==> config.mk <==
export PLATFORM = sky130hd
export DESIGN_NAME = lldma_engine
export DESIGN_NICKNAME = d
export VERILOG_FILES = /design/src/rtl/lldma_pkg.sv /design/src/rtl/lldma_pace.sv /design/src/rtl/lldma_walk.sv /design/src/rtl/lldma_engine.sv
export SDC_FILE = /design/constraint.sdc
export NUM_CORES = 1
export LEC_CHECK = 0
export ABC_AREA = 1
export ABC_CLOCK_PERIOD_IN_PS = 2550
export BUFFER_PORTS_ARGS = -buffer_cell sky130_fd_sc_hd__buf_2
export CAP_MARGIN = 15
export CORE_ASPECT_RATIO = 0.8
export CORE_MARGIN = 2
export CORE_UTILIZATION = 40
export CTS_CLUSTER_SIZE = 28
export DETAILED_ROUTE_END_ITERATION = 7
export PLACE_DENSITY = 0.68
export SLEW_MARGIN = 10
export SYNTH_ARGS = -nofsm -noshare
export SYNTH_HDL_FRONTEND = slang
export SYNTH_SLANG_ARGS = --single-unit
==> constraint.sdc <==
create_clock -name clk -period 2.55 [get_ports clk]
set_input_delay 0.3825 -clock clk [delete_from_list [all_inputs] [get_ports clk]]
set_output_delay 0.3825 -clock clk [all_outputs]
set_load 0.02 [all_outputs]
==> src/rtl/lldma_pkg.sv <==
package lldma_pkg;
  localparam int WORD_W     = 32;
  localparam int NODE_WORDS = 8;
  localparam int REQ_SEL_W  = 5;
  localparam int REQ_N      = 1 << REQ_SEL_W;
  localparam int ALIGN_BITS = 5;

  // word index inside a node; order is fixed by the memory layout
  localparam int W_NEXT  = 0;
  localparam int W_CTRL  = 1;
  localparam int W_COUNT = 2;
  localparam int W_SRC   = 3;
  localparam int W_DST   = 4;
  localparam int W_LLEN  = 5;
  localparam int W_SSTR  = 6;
  localparam int W_DSTR  = 7;

  // control word bit positions
  localparam int C_SRC_FIX = 5;
  localparam int C_SRC_INC = 6;
  localparam int C_DST_FIX = 7;
  localparam int C_DST_INC = 8;
  localparam int C_PARK    = 30;
  localparam int C_IRQ     = 31;

  typedef enum logic [2:0] {
    S_IDLE, S_LAUNCH, S_FETCH, S_CHECK, S_RD, S_WR, S_EON, S_HOLD
  } eng_state_e;

  localparam logic [1:0] STAT_IDLE  = 2'd0;
  localparam logic [1:0] STAT_START = 2'd1;
  localparam logic [1:0] STAT_RUN   = 2'd2;
  localparam logic [1:0] STAT_PARK  = 2'd3;
endpackage

==> src/rtl/lldma_pace.sv <==
module lldma_pace
  import lldma_pkg::*;
(
  input  logic [REQ_SEL_W-1:0] sel,
  input  logic [REQ_N-1:0]     lines,
  output logic                 go
);
  // selector 0 = free running, otherwise the chosen line gates each word
  always_comb begin
    if (sel == '0) go = 1'b1;
    else           go = lines[sel];
  end
endmodule

==> src/rtl/lldma_walk.sv <==
module lldma_walk #(
  parameter int AW = 32
) (
  input  logic          clk,
  input  logic          rst,
  input  logic          load,
  input  logic [AW-1:0] base,
  input  logic [AW-1:0] stride,
  input  logic          inc,
  input  logic          step,
  input  logic          line_end,
  output logic [AW-1:0] addr
);
  localparam logic [AW-1:0] WSTEP = AW'(4);
  logic [AW-1:0] line_start;

  always_ff @(posedge clk) begin
    if (rst) begin
      addr       <= '0;
      line_start <= '0;
    end else if (load) begin
      addr       <= base;
      line_start <= base;
    end else if (step && inc) begin
      if (line_end) begin
        line_start <= line_start + stride;
        addr       <= line_start + stride;
      end else begin
        addr <= addr + WSTEP;
      end
    end
  end

  // a fixed-mode walker never moves outside a reload
  assert_fixed_addr_R3: assert property (@(posedge clk) disable iff (rst)
    (!inc && !load) |=> (addr == $past(addr)));
endmodule

==> src/rtl/lldma_engine.sv <==
module lldma_engine
  import lldma_pkg::*;
#(
  parameter int AW = 32
) (
  input  logic                 clk,
  input  logic                 rst,
  input  logic                 start,
  input  logic                 pause_req,
  input  logic [AW-1:0]        head_ptr,
  input  logic [REQ_N-1:0]     req_lines,
  output logic                 mem_req,
  output logic                 mem_we,
  output logic [AW-1:0]        mem_addr,
  output logic [WORD_W-1:0]    mem_wdata,
  input  logic                 mem_gnt,
  input  logic                 mem_rvalid,
  input  logic [WORD_W-1:0]    mem_rdata,
  output logic                 eon_irq,
  output logic                 err,
  output logic [1:0]           status
);
  localparam int IDX_W = $clog2(NODE_WORDS);
  localparam logic [WORD_W-1:0] WBYTES = WORD_W'(4);

  eng_state_e          st;
  logic [WORD_W-1:0]   dw [NODE_WORDS];
  logic [IDX_W-1:0]    widx;
  logic [AW-1:0]       node_ptr;
  logic                rd_out;
  logic                resume_mid;
  logic [WORD_W-1:0]   bytes_left;
  logic [WORD_W-1:0]   line_left;
  logic [WORD_W-1:0]   ctrl;
  logic                pace_go;
  logic                word_done;
  logic                line_end;
  logic                walk_load;
  logic [AW-1:0]       walk_base   [2];
  logic [AW-1:0]       walk_stride [2];
  logic                walk_inc    [2];
  logic [AW-1:0]       walk_addr   [2];

  assign ctrl      = dw[W_CTRL];
  assign word_done = (st == S_WR) && mem_req && mem_gnt;
  assign line_end  = word_done && (dw[W_LLEN] != '0) && (line_left == WBYTES);
  assign walk_load = (st == S_CHECK);

  wire unused_ctrl_bits = ^ctrl[C_PARK-1:C_DST_INC+1];

  lldma_pace u_pace (
    .sel   (ctrl[REQ_SEL_W-1:0]),
    .lines (req_lines),
    .go    (pace_go)
  );

  assign walk_base[0]   = dw[W_SRC][AW-1:0];
  assign walk_base[1]   = dw[W_DST][AW-1:0];
  assign walk_stride[0] = dw[W_SSTR][AW-1:0];
  assign walk_stride[1] = dw[W_DSTR][AW-1:0];
  assign walk_inc[0]    = ctrl[C_SRC_INC];
  assign walk_inc[1]    = ctrl[C_DST_INC];

  for (genvar g = 0; g < 2; g++) begin : g_walk
    lldma_walk #(.AW(AW)) u_walk (
      .clk      (clk),
      .rst      (rst),
      .load     (walk_load),
      .base     (walk_base[g]),
      .stride   (walk_stride[g]),
      .inc      (walk_inc[g]),
      .step     (word_done),
      .line_end (line_end),
      .addr     (walk_addr[g])
    );
  end

  always_ff @(posedge clk) begin
    if (rst) begin
      st         <= S_IDLE;
      mem_req    <= 1'b0;
      mem_we     <= 1'b0;
      mem_addr   <= '0;
      mem_wdata  <= '0;
      eon_irq    <= 1'b0;
      err        <= 1'b0;
      widx       <= '0;
      node_ptr   <= '0;
      rd_out     <= 1'b0;
      resume_mid <= 1'b0;
      bytes_left <= '0;
      line_left  <= '0;
      for (int i = 0; i < NODE_WORDS; i++) dw[i] <= '0;
    end else begin
      eon_irq <= 1'b0;
      case (st)
        S_IDLE: begin
          if (start) begin
            st       <= S_LAUNCH;
            err      <= 1'b0;
            node_ptr <= head_ptr;
          end
        end
        S_LAUNCH: begin
          if (node_ptr[ALIGN_BITS-1:0] != '0) begin
            err <= 1'b1;
            st  <= S_IDLE;
          end else if (node_ptr == '0) begin
            st <= S_IDLE;
          end else begin
            st       <= S_FETCH;
            widx     <= '0;
            mem_req  <= 1'b1;
            mem_we   <= 1'b0;
            mem_addr <= node_ptr;
          end
        end
        S_FETCH: begin
          if (mem_req && mem_gnt) mem_req <= 1'b0;
          if (mem_rvalid) begin
            dw[widx] <= mem_rdata;
            if (widx == IDX_W'(NODE_WORDS - 1)) begin
              st <= S_CHECK;
            end else begin
              widx     <= widx + 1'b1;
              mem_req  <= 1'b1;
              mem_addr <= node_ptr + AW'({widx + 1'b1, 2'b00});
            end
          end
        end
        S_CHECK: begin
          if (!(^ctrl[C_SRC_INC:C_SRC_FIX]) || !(^ctrl[C_DST_INC:C_DST_FIX])) begin
            err <= 1'b1;
            st  <= S_IDLE;
          end else begin
            bytes_left <= dw[W_COUNT];
            line_left  <= dw[W_LLEN];
            rd_out     <= 1'b0;
            st         <= (dw[W_COUNT] == '0) ? S_EON : S_RD;
          end
        end
        S_RD: begin
          if (!rd_out) begin
            if (pause_req) begin
              st         <= S_HOLD;
              resume_mid <= 1'b1;
            end else if (pace_go) begin
              mem_req  <= 1'b1;
              mem_we   <= 1'b0;
              mem_addr <= walk_addr[0];
              rd_out   <= 1'b1;
            end
          end else begin
            if (mem_req && mem_gnt) mem_req <= 1'b0;
            if (mem_rvalid) begin
              rd_out    <= 1'b0;
              st        <= S_WR;
              mem_req   <= 1'b1;
              mem_we    <= 1'b1;
              mem_addr  <= walk_addr[1];
              mem_wdata <= mem_rdata;
            end
          end
        end
        S_WR: begin
          if (mem_gnt) begin
            mem_req    <= 1'b0;
            mem_we     <= 1'b0;
            bytes_left <= bytes_left - WBYTES;
            line_left  <= (line_left == WBYTES) ? dw[W_LLEN] : line_left - WBYTES;
            st         <= (bytes_left <= WBYTES) ? S_EON : S_RD;
          end
        end
        S_EON: begin
          eon_irq  <= ctrl[C_IRQ];
          node_ptr <= dw[W_NEXT][AW-1:0];
          if (dw[W_NEXT][ALIGN_BITS-1:0] != '0) begin
            err <= 1'b1;
            st  <= S_IDLE;
          end else if (ctrl[C_PARK]) begin
            st         <= S_HOLD;
            resume_mid <= 1'b0;
          end else if (dw[W_NEXT] == '0) begin
            st <= S_IDLE;
          end else begin
            st       <= S_FETCH;
            widx     <= '0;
            mem_req  <= 1'b1;
            mem_we   <= 1'b0;
            mem_addr <= dw[W_NEXT][AW-1:0];
          end
        end
        S_HOLD: begin
          if (start) st <= resume_mid ? S_RD : S_LAUNCH;
        end
        default: st <= S_IDLE;
      endcase
    end
  end

  always_comb begin
    case (st)
      S_IDLE:   status = STAT_IDLE;
      S_LAUNCH: status = STAT_START;
      S_HOLD:   status = STAT_PARK;
      default:  status = STAT_RUN;
    endcase
  end

  // requests wait unchanged for their grant
  assert_req_hold_R13: assert property (@(posedge clk) disable iff (rst)
    (mem_req && !mem_gnt) |=> (mem_req && $stable(mem_addr) && $stable(mem_we) && $stable(mem_wdata)));

  // the start-accepted code lasts a single cycle
  assert_launch_once_R11: assert property (@(posedge clk) disable iff (rst)
    (status == STAT_START) |=> (status != STAT_START));

  // parked engine makes no memory traffic
  assert_hold_quiet_R12: assert property (@(posedge clk) disable iff (rst)
    (status == STAT_PARK) |-> !mem_req);

  // end-of-node interrupt is a pulse
  assert_irq_pulse_R9: assert property (@(posedge clk) disable iff (rst)
    eon_irq |=> !eon_irq);

  // an error always lands in idle
  assert_err_idle_R7: assert property (@(posedge clk) disable iff (rst)
    $rose(err) |-> (status == STAT_IDLE));

  // a paced data read starts only after its line was high
  assert_paced_read_R5: assert property (@(posedge clk) disable iff (rst)
    ($rose(mem_req) && !mem_we && (st == S_RD) && (ctrl[REQ_SEL_W-1:0] != '0))
      |-> $past(req_lines[ctrl[REQ_SEL_W-1:0]]));
endmodule

---- Yosys cells after proc, flatten, opt, wreduce, memory -nomap -nowiden ----
Memory sizes are Yosys's and may differ from the RTL's.
Cells that the tools add are included.
word-level totals
  memory bits (writable) .................. 256
  word-level logic and storage cells ...... 219
  memories kept ........................... 1
  register bits after elaboration ......... 300
operators by class
  mux-type cells .......................... 112
  $lt $le $gt $ge ......................... 2
  add/sub/neg operators ................... 8
  bitwise gates (word level) .............. 1
  reductions and logical operators ........ 47
  equality and inequality tests ........... 31
memories
  name  words  width  rd ports  clocked after memory_dff  write ports  RTL line            source
  dw    8      32     8         0                         8            lldma_engine.sv:27  logic [WORD_W-1:0] dw [NODE_WORDS];
operators by type and width
  cell                                                  count
  two-way mux 32 bit                                    30
  one-hot mux 32 bit (2 select lines)                   3
  one-hot mux 32 bit (4 select lines)                   1
  zero test 32 bit                                      3
  adder 32 x 3 -> 32 bit, second input constant         2
  adder 32 bit                                          2
  subtractor 32 x 3 -> 32 bit, second input constant    2
  two-way mux 3 bit                                     20
  two-way mux 1 bit                                     44
  inequality test 2 bit, second input constant          18
  adder 32 x 5 -> 32 bit                                1
  equality test 32 x 3 -> 1 bit, second input constant  1
  <= comparator 32 x 3 -> 1 bit, second input constant  1
  nonzero test 32 bit                                   1
  OR reduction 32 bit                                   1
  one-hot mux 3 bit (8 select lines)                    1
  equality test 3 bit, second input constant            5
  nonzero test 5 bit                                    3
  nonzero test 2 bit                                    7
  inequality test 3 bit, second input constant          4
  nonzero test 4 bit                                    3
  AND reduction 11 bit                                  1
  two-way mux 2 bit                                     5
  AND reduction 10 bit                                  1
  other kinds (25)                                      41

---- Logic depth before layout (Yosys ltp) ----
Gate-level depths: netlist (run 1).
  word-level depth ........................ 8
  depth in mapped cells ................... 17
  mapped depth without buffers ............ 16

---- By module ----
Synthesis (run 1) repeated with hierarchy kept, for this count alone.
second synthesis, totals
  cells, all modules ...................... 4,540
  area total of the unflattened synthesis .. 31,699.2 um2
by module, submodules not included
  module        seq. area each (um2)  cells each  area each (um2)  instances
  lldma_engine  10,500.1              2,439       19,565.0         1
  lldma_walk    1,281.2               1,002       5,850.6          2
  lldma_pace    0.0                   97          432.9            1

---- Worst setup path before layout (run 1) ----
No wires, ideal clock.
  path kind ............................... register -> register
  start point ............................. register st[2]
  end point ............................... memory dw[0][0] (enable)
  arrival time ............................ 2.281 ns
  setup time .............................. 0.389 ns
  buffers on the path ..................... 3
  slack ................................... -0.120 ns
  clock period less this slack ............ 2.670 ns
  stages on the path, launching flop included .. 11
  cells stage by stage .................... dfxtp_1 -> buf_4 -> nor2_1 -> nand2_1 -> inv_1 -> buf_2 -> nand3_1 -> nor2_1 -> nand2_1 -> clkbuf_1 -> nand2_1
RTL lines
  what                      RTL line             source
  start: declaration        lldma_engine.sv:26   eng_state_e st;
  start signal: assignment  lldma_engine.sv:139  st <= (dw[W_COUNT] == '0) ? S_EON : S_RD;
  start signal: assignment  lldma_engine.sv:171  st <= (bytes_left <= WBYTES) ? S_EON : S_RD;
  start signal: assignment  lldma_engine.sv:194  if (start) st <= resume_mid ? S_RD : S_LAUNCH;
  end: declaration          lldma_engine.sv:27

---- Worst setup path after layout (run 1) ----
  start point ............................. register st[0]
  end point ............................... register g_walk[0].u_walk.addr[17]
on the way
  longest elaborated chain between the ends .. 8
  elaborated cells between the ends (all ways) .. 11
  those cells by class .................... eq/ne: 2; mux: 3; reduce/logical: 6
RTL lines
  what                             RTL line            source
  equality test 3 bit              lldma_engine.sv:45  assign word_done = (st == S_WR) && mem_req && mem_gnt;
  logical AND 1 bit (2 in series)  lldma_engine.sv:45
  logical AND 1 bit (2 in series)  lldma_engine.sv:46  assign line_end = word_done && (dw[W_LLEN] != '0) && (line_left == WBYTES);
  two-way mux 32 bit               lldma_walk.sv:25    if (line_end) begin
  two-way mux 32 bit               lldma_walk.sv:24    end else if (step && inc) begin
  two-way mux 32 bit               lldma_walk.sv:21    end else if (load) begin
  end signal: assignment           lldma_walk.sv:22    addr <= base;
  end signal: assignment           lldma_walk.sv:27    addr <= line_start + stride;
  end signal: assignment           lldma_walk.sv:29    addr <= addr + WSTEP;
  end: declaration                 lldma_walk.sv:12    output logic [AW-1:0] addr
Several ways; a longest one is shown, not always the timed one. The select of a mux whose other input is x is not followed.
A chain may end at the register's enable or synchronous reset.

==> results of run 1 <==
## timing repair
| item | 4_1_cts | 5_1_grt |
|---|---|---|
| resized for setup | 3 | 29 |
| pin swaps | 0 | 6 |
| endpoints found under the hold margin | 1 | 0 |
| setup buffers | 0 | 1 |
| hold buffers | 1 | 0 |
| endpoints found under the setup margin | 4 | 84 |
## layer usage
| metal | share of wire, % | vias to the layer above |
|---|---|---|
| met3 | 11 | 203 |
| met5 | 0 | - |
| met2 | 41 | 1463 |
| li1 | - | 15100 |
| met4 | 3.4 | 0 |
| met1 | 44 | 14600 |
## layout make-up
type | instances | area, sq um | area share [%]
Clock inverter | 24 | 297 | 0.822
Antenna cell | 1 | 2.50 | 0.00694
Inverter | 451 | 1700 | 4.70
Sequential cell | 535 | 13100 | 36.2
Timing Repair Buffer | 329 | 2300 | 6.39
Clock buffer | 78 | 1590 | 4.40
Tap cell | 1023 | 1280 | 3.55
Multi-Input combinational cell | 3318 | 15800 | 43.9
## worst paths after layout
path | endpoint | start
worst max-delay path | g_walk[0].u_walk.addr[17] | st[0]
worst min-delay path | mem_wdata[2] | mem_rdata[2]
worst max register to register | g_walk[0].u_walk.addr[17] | st[0]
worst min register to register | mem_wdata[13] | mem_wdata[13]
## report_power, final
part / internal (mW) / switching, mW / leakage (nW) / total, mW
logic: 1.53 / 3.16 / 10.4 / 4.69
registers: 9.49 / 0.471 / 4.86 / 9.97
clock network: 4.95 / 3.68 / 0.921 / 8.63
## sequential cells by signal, indices dropped and copies added (netlist names), 3 cells and up
register                  cells
bytes_left                   32
dw                          235
g_walk.u_walk.addr           64
g_walk.u_walk.line_start     64
line_left                    32
mem_addr                     32
mem_wdata                    32
node_ptr                     32
st                            3
widx                          3
## critical path, delay by kind of cell, from the launching register on
kind	cells	cell delay [ns]
buf+inv	4	0.72
simple gates	7	0.80
compound gates	3	0.46
flops	1	0.34
## logic make-up after synthesis
kind of cell               count (synthesis)  share of synthesized area, %
muxes                                      2                        0.0641
buffers and inverters                    628                          7.92
and+or+nand+nor                         2462                          32.5
DFF                                      535                          41.8
xor gates and xnor gates                  82                          2.30
adders and majority gates                 76                          3.12
AOI/OAI and AO/OA                        696                          12.2
## stage by stage
step / std cells / setup TNS (ns) / utilization, % / setup WS [ns]
finish: 5759 / 0 / 46.7 / 0.0758
global route: 5758 / -0.113 / 46.7 / -0.0310
CTS: 5757 / 0 / 46.6 / 0.0312
detailed placement: 5654 / -0.0819 / 44.1 / -0.0584
global placement: 5654 / -0.00421 / 44.1 / -0.00421
floorplan: 4481 / 0 / - / 0.169
## cell usage in the layout, fill, tap and decap left out, types with 14 or more instances in the layout
cell type,n
or2_2,22
o211ai_1,39
o22ai_1,14
ha_1,68
xnor2_1,30
buf_12,20
nand3_1,297
nand3b_1,24
clkbuf_16,57
nor4_1,15
a21oi_1,272
nand2_1,1136
nor2_1,800
xor2_1,52
nand4_1,63
edfxtp_1,235
nand2_2,16
buf_2,169
buf_4,138
a31oi_1,44
o21ai_0,256
inv_1,433
o21bai_1,20
nor3_1,56
dfxtp_1,300
==> impl_metrics.toml, run 1 <==
[run_status]
status = "finished, final reports clean"

[worst_hold_path]
hold_path.class = "input port to flip-flop"
hold_depth = 3

[sta]
setup_viol_count_final = 0
fin_hold_ws_ns = 0.0232
period_needed_ns = 2.47
worst_slew_pin_slew_ns = 0.950
finalClockSkew_ns = 0.0277
hold_viol = 0
fmax_mhz = 404
period_share_pct = 97.0
relSlewSlack_pct = 36.6
finalMaxSlewViolations = 0

[yosys]
syn_avg_cell_area_sq_um = 6.97
syn_nets = 4659
netlist_top_cells_area = "edfxtp_1 23%, dfxtp_1 19%, nand2_1 14%"
yosysMostFrequentCell = "nand2_1"
yosys.area.top_type = "edfxtp_1"
synth_warnings = 0
async_reset_ff_share_pct = 0
ys_ff_latch = 535
synth_top_area_share_pct = 22.6
synth_edf_count = 235
synth_cells = 4481
ys_top_cells_by_count = "1,148 x nand2_1, 806 x nor2_1, 433 x inv_1, 300 x dfxtp_1, 300 x nand3_1"
synth_cell_types = 52
yosys_most_used_dff = "dfxtp_1"
netlist_area_sq_um = 31200
yosysSeqAreaShare_pct = 41.8

[cts]
cts_tree = "built"
cts_buffer_depth = 3
numCtsBuffers = 54
clk_pin_slew_ns = 0.07
clock-sinks = 535
insertion_delay_ns = 0.64
h-tree-depth = 2
cts_root_buf = "clkbuf_16"

[floorplanning]
num_rows = 91
coreArea_sq_um = 77200
die_x_microns = 316
die_h_microns = 254
dieArea_sq_um = 80400
io_pins = 172
start_util_pct = 40.5

[worst_setup_path]
slowest_delay_ns = 0.35
worstPathMaxFanout = 47
cp-end-kind = "flip-flop"
worstPathRequired_ns = 3.08
path_cells = "inv_2 -> nor2_4 -> inv_2 -> nor2_4 -> nand2_4 -> nor2_4 -> nand2_1 -> nand2_1 -> buf_12 -> inv_1 -> a21oi_1 -> o21ai_0 -> a21oi_1 -> nor2_1"
slowest_stage = "inv_1"
r2r_slack_ns = 0.08
critPathMostFrequentCell = "nor2_4"
worst_setup_path_start_kind = "flip-flop"
cp.arrival_ns = 3.00
reg2reg_depth = 14
critPathKind = "flip-flop to flip-flop"

[placed_design]
dp_hpwl_microns = 87500
placed_area_sq_um = 34000
port_buffers = 170
routabilityCongestion = 0.995

[grt]
antenna_found_initial = 3
grt.total_usage_pct = 28.8
busiest_layer = "met2"
use_met2_pct = 42.2
use_met1_pct = 40.6
met3_usage_pct = 7.92
grt_pass1_wl_microns = 175000
overflow = 0
grt_pass1_vias = 28800
grt_max_degree = 140

[route]
wirelength_microns = 118000
drtIter0Drc = 3557
num_vias = 31400
first_pass_iters = 6
viasPerCell = 5.45
drt-wirelength-per-cell_microns = 20.5
ant_nets = 0
drc_errors = 0

[power]
peakVddDrop_mv = 0.523
p_leak_nw = 16.2
power_mw = 23.3
powerDensity_nw_per_um2 = 646

[final_layout]
nFillCells = 7863
area_growth_pct = 15.5
nets = 4867
finalInstanceArea_sq_um = 36100
drive_gt1_share_pct = 10.5

[job]
drv_cap = 0
Note: power is estimated with default switching activity, not from simulation.
==> run 2: changes to the inputs <==
--- a/config.mk
+++ b/config.mk
@@ -13,6 +13,6 @@
 export CORE_MARGIN = 2
-export CORE_UTILIZATION = 40
+export CORE_UTILIZATION = 35
 export CTS_CLUSTER_SIZE = 28
 export DETAILED_ROUTE_END_ITERATION = 7
-export PLACE_DENSITY = 0.68
+export PLACE_DENSITY = 0.62
 export SLEW_MARGIN = 10
==> constraint.sdc (replaced) <==
create_clock -name clk -period 2.55 [get_ports clk]
set_input_delay 0 -clock clk [delete_from_list [all_inputs] [get_ports clk]]
set_output_delay 0 -clock clk [all_outputs]
set_load 0.02 [all_outputs]
==> run 2 against run 1 <==
  * Worst hold slack improved by 0.038 ns
  * Combinational power barely moved
  * Clock power fell by 1%
  * Register-to-register slack improved by 0.02 ns
  * Largest cell class unchanged
  * Flip-flop and latch count did not move
  * Via count rose by 0.90%
  * Largest power group unchanged
  * Wire length rose by 3.0%
  * Highest routed layer is now met5
==> impl_metrics.toml, run 2 (same netlist as run 1, synthesis figures left out) <==
[run_status]
status = "finished, final reports clean"

[final_layout]
nets = 4953
largest_reg_flops = 235
top_register = "dw"
multi_input_area_sq_um = 15800
layout_common_cells = "1,136 x nand2_1, 801 x nor2_1, 430 x inv_1, 300 x nand3_1, 300 x dfxtp_1"
seq_area_sq_um = 13100
nFillCells = 9094
n_antenna_cell = 0
drive_gt1_share_pct = 10.3
layoutNonFillerInstCount = 6009
final_common_cell = "nand2_1"
area_growth_pct = 18.9
reg_top3 = "dw x235, g_walk.u_walk.addr x64, g_walk.u_walk.line_start x64"

[power]
peakVddDrop_mv = 0.508
powerDensity_nw_per_um2 = 626
p_leak_nw = 16.4

[route]
viasPerCell = 5.27
drc_errors = 0
wirelength_microns = 122000
drtIter0Drc = 3688
drt-wirelength-per-cell_microns = 20.3
ant_nets = 0
num_vias = 31600
first_pass_iters = 6

[cts]
numCtsBuffers = 54
clock-sinks = 535
clk_pin_slew_ns = 0.07
h-tree-depth = 2
cts_tree = "built"
cts_buffer_depth = 3
cts_root_buf = "clkbuf_16"
insertion_delay_ns = 0.65

[placed_design]
dpl_worst_slack_ns = -0.0724
place_inst = 5802
port_buffers = 170
routabilityCongestion = 1.03
dp_hpwl_microns = 90400

[sta]
fin_tns_setup_ns = 0
setup_viol_count_final = 0
fin_ws_ns = 0.0978
period_needed_ns = 2.45
fmax_mhz = 408
relSlewSlack_pct = 34.8
worst_slew_pin_slew_ns = 0.977
hold_viol = 0
finalMaxSlewViolations = 0
finalClockSkew_ns = 0.0311
period_share_pct = 96.2

[floorplanning]
coreArea_sq_um = 88000
dieArea_sq_um = 91700
io_pins = 172
start_util_pct = 35.5
die_h_microns = 271
num_rows = 97
die_x_microns = 338

[grt]
antenna_found_initial = 7
overflow = 0
grt_max_degree = 106
grt_pass1_wl_microns = 181000
grt.total_usage_pct = 26.0
grt_pass1_vias = 29300

[worst_setup_path]
worstPathRequired_ns = 3.11
critPathMostFrequentCell = "buf_4"
slowest_stage = "dlygate4sd3_1"
slowest_delay_ns = 0.58
worst_setup_path_start_kind = "flip-flop"
path_cells = "buf_4 -> nor2_1 -> nand2_2 -> nor2_4 -> buf_4 -> nand3_1 -> dlygate4sd3_1 -> a21oi_1"
critPathKind = "flip-flop to flip-flop"
cp-end-kind = "flip-flop"
worstPathMaxFanout = 28
critPathBufInv = 3
cp.arrival_ns = 3.01
critPathTopFamily = "buffers and inverters"

[job]
drv_cap = 0

[worst_hold_path]
hold_path.class = "input port to flip-flop"
[run 2: cell count changes in the layout (fill, tap and decap cells not counted), sizes merged, moves of 3 or more]
cell,before,now
dlygate4sd3,1,101
clkinv,16,22
clkinvlp,2,5
clkbuf,78,69
buf,328,314
[run 2: cell type report]
cell class,count,share of cell area (%)
multi-input cells,3318,42.7
flip-flops and latches,535,35.2
repair buffers,415,8.58
inverters,451,4.59
clock buffers,69,4.06
well taps,1188,4.00
clock inverters,33,0.913
[run 2: repair_timing]
item / 4_1_cts / 5_1_grt
gates resized for setup: 2 / 35
buffers inserted: 0 / 4
hold endpoints to repair: 72 / 0
endpoints found under the setup margin: 23 / 103
hold buffers: 101 / 0
pin swaps: 0 / 4
[run 2: worst paths after layout]
kind | endpoint | start | slack [ns] | cells past startpoint
max | mem_wdata[16] | st[1] | 0.1 | 8
min | rd_out | mem_rvalid | 0.06 | 5
max reg2reg | mem_wdata[16] | st[1] | 0.1 | 8
min reg2reg | mem_addr[29] | mem_addr[29] | 0.46 | 2
[run 2: routing by layer]
layer,vias up,track usage (%),part of all wire (%)
met5,-,0,0.026
met3,216,4.60,9.0
li1,15300,-,-
met4,4,8.23,3.2
met1,14800,36.0,44
met2,1391,41.0,44
[run 2: power breakdown]
| group | switching, mW | internal (mW) |
|---|---|---|
| combinational | 3.11 | 1.60 |
| clock | 3.79 | 4.73 |
| sequential | 0.522 | 9.49 |
| total | 7.42 | 15.8 |
[run 2: worst register-to-register path, cell delays in order, from the launching register on]
cell	delay [ns]
dfxtp_1	0.33
buf_4	0.16
nor2_1	0.22
nand2_2	0.19
nor2_4	0.18
buf_4	0.35
nand3_1	0.15
dlygate4sd3_1	0.58
a21oi_1	0.19
[run 2: per-stage QoR]
| stage | hold slack (ns) | util [%] | cell area (sq um) | power (mW) |
|---|---|---|---|---|
| global route | 0.0662 | 42.2 | 37100 | 24.1 |
| CTS | 0.00388 | 42.0 | 37000 | 23.2 |
| finish | 0.0615 | 42.2 | 37100 | 23.2 |
| floorplan | 0.163 | - | 31300 | 12.8 |
| global placement | 0.278 | 38.8 | 34100 | 14.6 |
| detailed placement | 0.289 | 38.8 | 34100 | 14.6 |
